## src/rtl/chop_pwm_pkg.sv

```systemverilog
`timescale 1ns/1ps
package chop_pwm_pkg;
  // How the output flip-flop behaves across one period
  typedef enum logic [1:0] {
    DUTY_ZERO = 2'd0,   // held low
    DUTY_PART = 2'd1,   // set at wrap, cleared on duty match
    DUTY_FULL = 2'd2    // held high
  } duty_mode_e;
endpackage

```

## src/rtl/chop_pwm_counter.sv

```systemverilog
`timescale 1ns/1ps
module chop_pwm_counter #(
  parameter int CNT_W = 16
) (
  input  logic             clk,
  input  logic             rst,
  input  logic [CNT_W-1:0] limit,
  output logic [CNT_W-1:0] cnt,
  output logic             wrap
);
  // Period-match comparator
  assign wrap = (cnt == limit);

  always_ff @(posedge clk) begin
    if (rst)       cnt <= '0;
    else if (wrap) cnt <= '0;
    else           cnt <= cnt + 1'b1;
  end
endmodule

```

## src/rtl/chop_pwm_shadow.sv

```systemverilog
`timescale 1ns/1ps
module chop_pwm_shadow
  import chop_pwm_pkg::*;
#(
  parameter int CNT_W = 16
) (
  input  logic             clk,
  input  logic             rst,
  input  logic             load,
  input  logic [CNT_W-1:0] period_in,
  input  logic [CNT_W-1:0] duty_in,
  output logic [CNT_W-1:0] per_q,
  output logic [CNT_W-1:0] duty_q,
  output duty_mode_e       mode_q,
  output duty_mode_e       mode_nxt
);
  // Classify the incoming pair once, so the clear path sees a flag only
  always_comb begin
    if (duty_in == '0)             mode_nxt = DUTY_ZERO;
    else if (duty_in >= period_in) mode_nxt = DUTY_FULL;
    else                           mode_nxt = DUTY_PART;
  end

  always_ff @(posedge clk) begin
    if (rst) begin
      per_q  <= '0;
      duty_q <= '0;
      mode_q <= DUTY_ZERO;
    end else if (load) begin
      per_q  <= period_in;
      duty_q <= duty_in;
      mode_q <= mode_nxt;
    end
  end
endmodule

```

## src/rtl/chop_pwm_latch.sv

```systemverilog
`timescale 1ns/1ps
module chop_pwm_latch
  import chop_pwm_pkg::*;
#(
  parameter int CNT_W = 16
) (
  input  logic             clk,
  input  logic             rst,
  input  logic             wrap,
  input  duty_mode_e       mode_nxt,
  input  duty_mode_e       mode_q,
  input  logic [CNT_W-1:0] cnt,
  input  logic [CNT_W-1:0] duty_q,
  output logic             pwm_q,
  output logic             stb_q
);
  localparam int EXT_W = CNT_W + 1;

  logic [EXT_W-1:0] cnt_ahead;
  logic             clr_hit;

  // Duty comparator looks one count ahead so the high time is exactly D
  assign cnt_ahead = {1'b0, cnt} + EXT_W'(1);
  assign clr_hit   = (mode_q == DUTY_PART) && (cnt_ahead == {1'b0, duty_q});

  always_ff @(posedge clk) begin
    if (rst) begin
      pwm_q <= 1'b0;
      stb_q <= 1'b0;
    end else begin
      stb_q <= wrap;
      if (wrap)         pwm_q <= (mode_nxt != DUTY_ZERO);
      else if (clr_hit) pwm_q <= 1'b0;
    end
  end
endmodule

```

## src/rtl/chop_pwm.sv

```systemverilog
`timescale 1ns/1ps
module chop_pwm
  import chop_pwm_pkg::*;
#(
  parameter int CNT_W = 16
) (
  input  logic             clk,
  input  logic             rst,
  input  logic [CNT_W-1:0] period_in,
  input  logic [CNT_W-1:0] duty_in,
  output logic             pwm_out,
  output logic             period_start
);
  logic [CNT_W-1:0] cnt;
  logic [CNT_W-1:0] per_q;
  logic [CNT_W-1:0] duty_q;
  logic             wrap;
  duty_mode_e       mode_q;
  duty_mode_e       mode_nxt;

  chop_pwm_counter #(.CNT_W(CNT_W)) u_cnt (
    .clk   (clk),
    .rst   (rst),
    .limit (per_q),
    .cnt   (cnt),
    .wrap  (wrap)
  );

  chop_pwm_shadow #(.CNT_W(CNT_W)) u_shd (
    .clk       (clk),
    .rst       (rst),
    .load      (wrap),
    .period_in (period_in),
    .duty_in   (duty_in),
    .per_q     (per_q),
    .duty_q    (duty_q),
    .mode_q    (mode_q),
    .mode_nxt  (mode_nxt)
  );

  chop_pwm_latch #(.CNT_W(CNT_W)) u_out (
    .clk      (clk),
    .rst      (rst),
    .wrap     (wrap),
    .mode_nxt (mode_nxt),
    .mode_q   (mode_q),
    .cnt      (cnt),
    .duty_q   (duty_q),
    .pwm_q    (pwm_out),
    .stb_q    (period_start)
  );
endmodule

```

## config.mk

```make
export PLATFORM = sky130hd
export DESIGN_NAME = chop_pwm
export DESIGN_NICKNAME = d
export VERILOG_FILES = /design/src/rtl/chop_pwm_pkg.sv /design/src/rtl/chop_pwm_counter.sv /design/src/rtl/chop_pwm_shadow.sv /design/src/rtl/chop_pwm_latch.sv /design/src/rtl/chop_pwm.sv
export SDC_FILE = /design/constraint.sdc
export NUM_CORES = 1
export LEC_CHECK = 0
export BUFFER_PORTS_ARGS = -buffer_cell sky130_fd_sc_hd__buf_2
export CAP_MARGIN = 20
export CORE_AREA = 2 2 110 69
export DETAILED_ROUTE_END_ITERATION = 10
export DIE_AREA = 0 0 112 71
export PLACE_DENSITY = 0.72
export SYNTH_ARGS = -nofsm -noshare
export SYNTH_HDL_FRONTEND = slang
export SYNTH_SLANG_ARGS = --single-unit
```

## constraint.sdc

```tcl
create_clock -name clk -period 2.8 [get_ports clk]
set_clock_uncertainty 0.2 [all_clocks]
set_input_delay 0.28 -clock clk [delete_from_list [all_inputs] [get_ports clk]]
set_output_delay 0.28 -clock clk [all_outputs]
set_load 0.03 [all_outputs]
```

==> reports/qor.txt, run 1 <==
Status = finished clean
Wire per inst = 17.22 µm
DRT Wirelength = 7801 µm
FF-to-FF path depth = 7
Placed insts = 446
Sequential Power Share = 0.380
Synth Register Bits = 52
Synth async-reset ratio = 0
Initial DRC count = 176
Worst R2R End = u_shd.duty_q[8]
Total track usage = 0.2087
Gr ovfl total = 0
Most instantiated cells after synthesis = nor2_1 (56), dfxtp_1 (52), mux2i_1 (31)
Vias per Instance = 5.435
Mapped Cells = 333
Finished Core Util = 0.4826
Multi-input gate area = 1769 µm²
Most used DFF post-synth = dfxtp_1
Vias in the first global route = 2284
Post-Syn Nets = 384
Critical Path AT = 2.43 ns
Final Critical Period = 2.456 ns
Core ar. = 7027 µm²
Syn. warnings = 0
Via count = 2462
Num CTS Buffers = 5
Hold Vio Cnt, Final = 0
Initial antenna violation count = 0
Number of H-tree levels = 2
Worst slew pin tran = 0.5370 ns
Die Width = 112 µm
Max IR drop VDD = 386.4 µV
Placer Congestion = 0.9356
Share of cells above drive strength 1 = 0.1851
NetSw = 0.0008718 W
Critical R2R Launch = u_cnt.cnt[9]
Area Overhead vs Synth = 11.34%
Lkg Pwr = 1.383 nW
HP Class = input port to flop
Count of cell types in the netlist = 50
Port Buffers = 35
Pwr Density = 728.0 nW/µm²
Diodes inserted = 0
R2r setup slk = 0.34 ns
Top-count cell post-synth = nor2_1
Synth area leader = dfxtp_1
First drt pass iteration count = 4
Worst skew pair latency = 0.29 ns
Hold endpoint = u_shd.per_q[13]
CTS tree = done
P_int = 0.001597 W
Largest net degree at the start of global routing = 21
Die Height = 71 µm
RSZ-0062 raised after global routing = no
Top cells by area, synth = dfxtp_1 (34%), mux2i_1 (10%), xnor2_1 (7.2%)
Slew HR = 0.6373
Maximum clock frequency = 407.2 MHz
Initial core utilization = 0.4334
# setup viols final = 0
DRC Markers = 0
# clock sinks = 52
I/O pin cnt = 36
Top cell type's share of synthesized area = 0.3418
Syn Std Cell Area = 3045 µm²
Mean area per synthesized cell = 9.145 µm²
Count of final max-slew check failures = 0
CTS resizes = 0
Post-route ant nets = 0
Worst Path Max Fanout = 10
WP data required = 2.77 ns
Hold depth = 3
Rows = 24
Crit end category = flop
Tcrit/Tclk final = 0.8770
Non-filler cells, final = 453
Root Driver = clkbuf_16
Max-cap violations = 0
Die ar. = 7952 µm²
CTS Hold Bufs = 0
Clk buf depth = 2
First-pass GRT wire length = 12680 µm
Hold_sp = period_in[13]
Clock power share = 0.242
# fillers = 676
FF/Latch Area = 1041 µm²
Worst-path clk slew = 0.07 ns
Setup Buffers After CTS = 0
Combinational share of power = 0.378
Post-synth EDFFs = 0
Final net count = 413
Sw frac = 0.3532
Post-DP HPWL = 6278 µm
Sum of negative setup slack = 0 ns
Startpoint Class = flop
Sequential-to-total area share from yosys stat = 0.3418
Crit path kind = flop to flop
==> state kept, by name (all words and copies together) (netlist names) <==
register and count:
u_shd.per_q 16, u_out.pwm_q 1, u_out.stb_q 1, u_shd.mode_q 2, u_cnt.cnt 16, u_shd.duty_q 16
==> power groups by stage <==
stage          Sequential, W  Clock, W  Combinational (W)
3_3_place_gp        0.000949         0           0.000906
5_1_grt             0.000947  0.000643            0.00103
4_1_cts             0.000933  0.000609           0.000931
3_5_place_dp        0.000949         0           0.000924
2_1_floorplan       0.000920         0           0.000742
6_report            0.000937  0.000598           0.000933
==> placed cells by master, fill, tap and decap left out, drive strengths merged, types with 3 or more instances in the layout <==
| cell type | netlist | routed |
|---|---|---|
| a21oi | 7 | 7 |
| xnor2 | 28 | 28 |
| nor2 | 56 | 56 |
| ha | 17 | 17 |
| clkbuf | 7 | 5 |
| nor4 | 9 | 9 |
| o21ai | 4 | 4 |
| buf | 16 | 45 |
| mux2i | 31 | 31 |
| and2 | 3 | 3 |
| nand3 | 9 | 9 |
| a21o | 6 | 6 |
| nand2b | 3 | 3 |
| nand2 | 7 | 7 |
| inv | 21 | 21 |
| nand4 | 15 | 15 |
| xor2 | 15 | 15 |
| dfxtp | 52 | 52 |
==> layer usage <==
layer  up-vias  global-route usage  wire length (µm)
met3         8             0.06598               839
li1       1205                   -                 -
met1      1159              0.3296              4039
met4         0             0.04878                70
met2        90              0.2700              2851
met5         -                   0                 0
==> worst max-delay path: stages (launching register included) <==
cell and delay [ns]:
dfxtp_1 0.55, xnor2_1 0.16, nand4_1 0.14, nor4_4 0.54, buf_4 0.27, buf_4 0.20
mux2i_1 0.20, nor2_1 0.05
==> logic make-up (layout without fill, tap and decap cells) <==
logic type	Yosys count	in the layout	synth area share
AO/OA/AOI/OAI	32	32	0.07765
XOR/XNOR	44	44	0.1385
adder cells (fa/ha/maj)	17	17	0.06984
buffers and inverters	44	73	0.08012
flip-flops	52	52	0.3418
multiplexers	31	31	0.1019
AND/OR/NAND/NOR	113	113	0.1902
==> worst max path at each step <==
stage                  from                to
2_1_floorplan  period_in[4]   u_shd.mode_q[1]
4_1_cts        u_cnt.cnt[9]  u_shd.duty_q[12]
5_1_grt        u_cnt.cnt[9]   u_shd.per_q[15]
3_5_place_dp   period_in[4]   u_shd.mode_q[1]
6_report       u_cnt.cnt[9]   u_shd.duty_q[8]
3_3_place_gp   period_in[4]   u_shd.mode_q[1]
==> final cells by class <==
cell class,count,share of cell area
clock inverters,2,0.003690
repair buffers,45,0.07380
multi-input cells,237,0.5218
inverters,21,0.02325
flip-flops and latches,52,0.3070
clock buffers,5,0.03690
well taps,91,0.03358
==> metrics by stage <==
stage / setup WS (ns) / total power (W) / cell area, µm² / hold slack (ns)
final: 0.3444 / 0.002468 / 3391 / 0.03551
after global routing: 0.2038 / 0.002617 / 3391 / 0.05906
after CTS: 0.3490 / 0.002473 / 3391 / 0.03744
after detailed placement: 0.2685 / 0.001874 / 3253 / 0.2975
after global placement: 0.3599 / 0.001855 / 3253 / 0.2985
after floorplan: 0.6725 / 0.001661 / 3045 / 0.2186
Power figures use the tool's default switching activity.
==> run 2, diff against run 1 <==
--- a/config.mk
+++ b/config.mk
@@ -7,10 +7,11 @@
 export LEC_CHECK = 0
 export BUFFER_PORTS_ARGS = -buffer_cell sky130_fd_sc_hd__buf_2
 export CAP_MARGIN = 20
-export CORE_AREA = 2 2 110 69
+export CORE_AREA = 2 2 142 89
 export DETAILED_ROUTE_END_ITERATION = 10
-export DIE_AREA = 0 0 112 71
-export PLACE_DENSITY = 0.72
+export DIE_AREA = 0 0 144 91
+export PLACE_DENSITY = 0.53
 export SYNTH_ARGS = -nofsm -noshare
 export SYNTH_HDL_FRONTEND = slang
+export SYNTH_HIERARCHICAL = 1
 export SYNTH_SLANG_ARGS = --single-unit
==> run 2 against run 1 <==
Die area increased by 65%. Worst hold slack improved by 0.0016 ns. Fmax shrank 8.0%. First-iteration DRC count grew 32%. Critical path depth increased by 6. Combinational power rose to 2.7 times the previous value. Sequential share of layout area is 5.0 points lower. Area after synthesis is 6.5% higher. Largest power group is now combinational cells. Highest routed layer unchanged.
==> reports/qor.txt, run 2 <==
Count of final max-slew check failures = 0
Max IR drop VDD = 482.8 µV
Initial antenna violation count = 0
Syn. warnings = 6
Crit path kind = input port to flop
GRT Max-Usage Layer = met1
Placer Congestion = 0.8599
Clock power share = 0.146
Maximum clock frequency = 374.6 MHz
Largest net degree at the start of global routing = 37
# fillers = 1217
Most used DFF post-synth = dfxtp_1
Wire per inst = 15.56 µm
Critical Path AT = 2.65 ns
P_int = 0.002577 W
Mean area per synthesized cell = 8.889 µm²
Top-count cell post-synth = nor2_1
Core ar. = 11750 µm²
Vias in the first global route = 2722
Sw frac = 0.4209
Synth Register Bits = 52
Num CTS Buffers = 5
# clock sinks = 52
Combinational share of power = 0.571
Synth area leader = dfxtp_1
Rows = 31
Post-DP HPWL = 7382 µm
HP Class = input port to flop
Die Width = 144 µm
Share of cells above drive strength 1 = 0.2356
Count of cell types in the netlist = 55
Slew HR = 0.6472
Port Buffers = 35
Max-cap violations = 0
First drt pass iteration count = 5
Die Height = 91 µm
Global routing met1 resource utilization = 0.2384
Diodes inserted = 0
Final net count = 484
Commonest non-fill, non-tap cell in the layout = nor2_1
Clk buf depth = 2
Most frequent cells in the layout = nor2_1 (67), dfxtp_1 (52), buf_4 (38)
Synth async-reset ratio = 0
Top cells by area, synth = dfxtp_1 (32%), mux2i_1 (10%), xnor2_1 (9.7%)
Final Critical Period = 2.669 ns
NetSw = 0.001873 W
Post-route ant nets = 0
Number of H-tree levels = 2
Sequential Power Share = 0.283
Worst skew pair latency = 0.30 ns
Most instantiated cells after synthesis = nor2_1 (67), dfxtp_1 (52), xnor2_1 (36)
Crit end category = flop
Vias per Instance = 4.744
Initial DRC count = 233
Mapped Cells = 365
Initial core utilization = 0.2761
Total track usage = 0.1450
Hold Vio Cnt, Final = 0
CTS tree = done
Tcrit/Tclk final = 0.9534
Non-filler cells, final = 598
Area Overhead vs Synth = 24.80%
Lkg Pwr = 1.633 nW
Worst-path clk slew = 0.07 ns
Status = finished clean
Top Registers = u_cnt/cnt x16, u_shd/duty_q x16, u_shd/per_q x16
Post-synth EDFFs = 0
DRT Wirelength = 9304 µm
Worst slew pin tran = 0.5243 ns
Met3 usage = 0.03745
FF-to-FF path depth = 10
Top cell type's share of synthesized area = 0.3209
Startpoint Class = input port
First-pass GRT wire length = 14680 µm
DRC Markers = 0
I/O pin cnt = 36
Final hold slack = 0.03710 ns
Sequential-to-total area share from yosys stat = 0.3209
Syn Std Cell Area = 3244 µm²
Root Driver = clkbuf_16
Die ar. = 13100 µm²
CTS Hold Bufs = 0
WP data required = 2.78 ns
Post-Syn Nets = 417
Placed insts = 589
Hold depth = 3
Pwr Density = 1099 nW/µm²
Via count = 2837
# setup viols final = 0
Met2 Use GR = 0.1865
Gr ovfl total = 0
Worst Path Max Fanout = 4
## run 2: cell count changes after synthesis, sizes merged, moves of 3 or more
cell	delta
a211o	+3
a21o	-6
and2	-3
buf	-10
mux2i	+3
nand2	+4
nand3	+6
nor2	+12
nor3	+3
nor4	+5
xnor2	+9
## run 2: layer usage
layer,part of all wire,wire length (µm)
met3,0.074,693
met1,0.56,5171
met5,0,0
met2,0.37,3400
met4,0.0041,38
## run 2: kinds of logic after synthesis
logic type                 Yosys count  share of synthesized area
and+or+nand+nor                    141                     0.2326
muxes                               36                     0.1118
adders and majority gates           18                    0.06942
xor gates and xnor gates            50                     0.1373
AOI/OAI and AO/OA                   32                    0.07945
buffers and inverters               36                    0.04859
DFF                                 52                     0.3209
## run 2: power by group through the flow
stage	clock network (W)	logic, W	registers [W]
floorplan	0	0.00195	0.00122
global placement	0	0.00248	0.00127
detailed placement	0	0.00250	0.00128
CTS	0.000666	0.00252	0.00126
global route	0.000699	0.00275	0.00130
finish	0.000650	0.00254	0.00126
## run 2: path summary, 6_finish.rpt
kind,start,end,slack (ns)
setup / recovery,period_in[14],u_out/pwm_q,0.13
hold / removal,period_in[6],u_shd/per_q[6],0.04
hold reg to reg,u_shd/duty_q[4],u_shd/duty_q[4],0.32
setup reg to reg,u_cnt/cnt[1],u_out/pwm_q,0.31
## run 2: worst max-delay path, stage by stage
cell and delay [ns]:
buf_2 0.09, inv_1 0.06, ha_4 0.26, nand4_1 0.20, buf_4 0.22, a211oi_4 0.17, a32oi_2 0.17, and4b_1 0.23
o21ai_1 0.14, nand4_1 0.10, a2111o_1 0.37, nor4_2 0.25, a21oi_1 0.09
## run 2: final cells by class
type	instances	area [µm²]	area share
clock buffer	6	138.9	0.03430
timing repair buffer	73	466.7	0.1153
multi-input combinational	277	2096	0.5176
clock inverter	2	13.76	0.003399
inverter	23	86.33	0.02132
tap	165	206.4	0.05099
sequential	52	1041	0.2571
## run 2: per-stage QoR
| stage | instance area [µm²] | TNS [ns] | util | setup WS (ns) | total power [W] |
|---|---|---|---|---|---|
| after floorplan | 3244 | 0 | - | 0.1634 | 0.003166 |
| after global placement | 3839 | -0.2113 | 0.3266 | -0.2113 | 0.003751 |
| after detailed placement | 3839 | -0.3155 | 0.3266 | -0.3155 | 0.003779 |
| after CTS | 3996 | 0 | 0.3400 | 0.05643 | 0.004451 |
| after global routing | 4049 | -0.006806 | 0.3445 | -0.006806 | 0.004750 |
| final | 4049 | 0 | 0.3445 | 0.1305 | 0.004451 |
## run 2: what timing repair did
action / in CTS / in global routing
hold endpoints to repair: 0 / 0
pin swaps: 0 / 10
gates resized for setup: 1 / 6
setup buffers: 0 / 1
setup endpoints to repair: 1 / 1
==> run 3, diff against run 2 <==
--- a/config.mk
+++ b/config.mk
@@ -7,10 +7,10 @@
 export LEC_CHECK = 0
 export BUFFER_PORTS_ARGS = -buffer_cell sky130_fd_sc_hd__buf_2
 export CAP_MARGIN = 20
-export CORE_AREA = 2 2 142 89
+export CORE_AREA = 2 2 128 80
 export DETAILED_ROUTE_END_ITERATION = 10
-export DIE_AREA = 0 0 144 91
-export PLACE_DENSITY = 0.53
+export DIE_AREA = 0 0 130 82
+export PLACE_DENSITY = 0.6
 export SYNTH_ARGS = -nofsm -noshare
 export SYNTH_HDL_FRONTEND = slang
 export SYNTH_HIERARCHICAL = 1
==> constraint.sdc (replaced) <==
create_clock -name clk -period 3.1 [get_ports clk]
set_clock_uncertainty 0.2 [all_clocks]
set_input_delay 0.31 -clock clk [delete_from_list [all_inputs] [get_ports clk]]
set_output_delay 0.31 -clock clk [all_outputs]
set_load 0.03 [all_outputs]
==> run 3 against run 2 <==
First-iteration DRC count down 14%. Clock-buffer cell count down 1. Largest power group unchanged. Non-clock buffer count down 19. Cell count down 8.5%. Cell area down 5.3%. Critical path type unchanged. Highest routed layer unchanged. Die area down 19%. Total power down 9.4%. Sequential share of layout area up 1.4 points.
==> reports/qor.txt, run 3 (synthesis results as in run 2) <==
Status = finished clean
Pwr Density = 1052 nW/µm²
Rows = 28
Area Overhead vs Synth = 18.16%
Initial DRC count = 200
RSZ-0062 raised after global routing = no
Vias per Instance = 5.137
Via count = 2810
Num CTS Buffers = 5
Die Width = 130 µm
Clk buf depth = 2
Placer Congestion = 0.8962
Sum of negative setup slack = 0 ns
Number of H-tree levels = 2
Most frequent cells in the layout = nor2_1 (67), dfxtp_1 (52), xnor2_1 (36)
Critical Path AT = 2.77 ns
First-pass GRT wire length = 13870 µm
# fillers = 967
Share of cells above drive strength 1 = 0.1869
CTS Hold Bufs = 0
Count of final max-slew check failures = 0
Worst skew pair latency = 0.30 ns
Top Registers = u_cnt/cnt x16, u_shd/duty_q x16, u_shd/per_q x16
Gr ovfl total = 0
DRC Markers = 0
Final net count = 465
Initial core utilization = 0.3392
Vias in the first global route = 2547
Final Instance Area = 3834 µm²
HP Class = input port to flop
Post-Place Setup Slack = 0.04743 ns
Maximum clock frequency = 356.6 MHz
Initial antenna violation count = 0
Lkg Pwr = 1.540 nW
Max-cap violations = 0
Final worst slack = 0.2957 ns
Worst slew pin tran = 0.5733 ns
DP Area = 3679 µm²
Die ar. = 10660 µm²
Die Height = 82 µm
Final Critical Period = 2.804 ns
R2r setup slk = 0.65 ns
Total track usage = 0.1717
Hold Vio Cnt, Final = 0
Crit end category = flop
Max IR drop VDD = 740.6 µV
Port Buffers = 35
Finished Core Util = 0.4008
WP data required = 3.07 ns
Slew HR = 0.6143
I/O pin cnt = 36
# clock sinks = 52
Worst Path Max Fanout = 4
Crit path kind = input port to flop
# setup viols final = 0
Diodes inserted = 0
Post-route ant nets = 0
Post-DP HPWL = 6844 µm
Commonest non-fill, non-tap cell in the layout = nor2_1
Startpoint Class = input port
Core ar. = 9564 µm²
DRT Wirelength = 8737 µm
Worst-path clk slew = 0.07 ns
FF/Latch Area = 1041 µm²
Root Driver = clkbuf_16
Largest net degree at the start of global routing = 37
Tcrit/Tclk final = 0.9046
Wire per inst = 15.97 µm
CTS tree = done
CTS resizes = 0
First drt pass iteration count = 4
Multi-input gate area = 2052 µm²
Setup Buffers After CTS = 0
==> run 3: cell count changes in the layout (fill, tap and decap cells not counted), sizes merged <==
cell,before,now
bufinv,0,1
clkbuf,6,5
clkinv,1,0
buf,73,54
inv,24,23
==> run 3: routing by layer <==
| layer | part of all wire | GRT usage | up-vias |
|---|---|---|---|
| met5 | 0 | 0 | - |
| met4 | 0.0076 | 0.03226 | 0 |
| met3 | 0.077 | 0.03648 | 7 |
| li1 | - | - | 1375 |
| met1 | 0.54 | 0.2704 | 1327 |
| met2 | 0.38 | 0.2351 | 101 |
==> run 3: area by class of cell <==
class | count | area share
multi-input combinational | 277 | 0.5352
sequential | 52 | 0.2715
timing repair buffer | 54 | 0.08616
tap | 135 | 0.04406
clock buffer | 5 | 0.03264
inverter | 23 | 0.02252
clock inverter | 1 | 0.007833
==> run 3: through the flow <==
stage               std cells  power, W  hold slack [ns]
finish                    547  0.004032          0.06781
global route              547  0.004309          0.07766
CTS                       547  0.004040          0.06030
detailed placement        541  0.003402           0.3063
global placement          541  0.003375           0.3006
floorplan                 365  0.002859           0.2572
==> run 3: path summary, 6_finish.rpt <==
kind	end	cells past startpoint	startpoint
hold / removal	u_shd/per_q[9]	3	period_in[9]
hold reg to reg	u_shd/duty_q[14]	2	u_shd/duty_q[14]
setup / recovery	u_out/pwm_q	12	duty_in[0]
setup reg to reg	u_shd/mode_q[1]	7	u_cnt/cnt[13]
==> run 3: report_power, final <==
group	internal (W)	switching, W	leakage, nW
logic	0.00107	0.00121	1.04
registers	0.000925	0.000213	0.423
clock network	0.000372	0.000244	0.0757
==> run 3: worst max-delay path, cell delays in order <==
cell and delay [ns]:
buf_2 0.12, inv_1 0.05, ha_1 0.26, nand2b_4 0.13
a2111o_1 0.48, a32oi_2 0.27, a31oi_1 0.15, o21ai_1 0.18
nand4_1 0.10, a2111o_1 0.41, nor4_2 0.22, a21oi_1 0.09
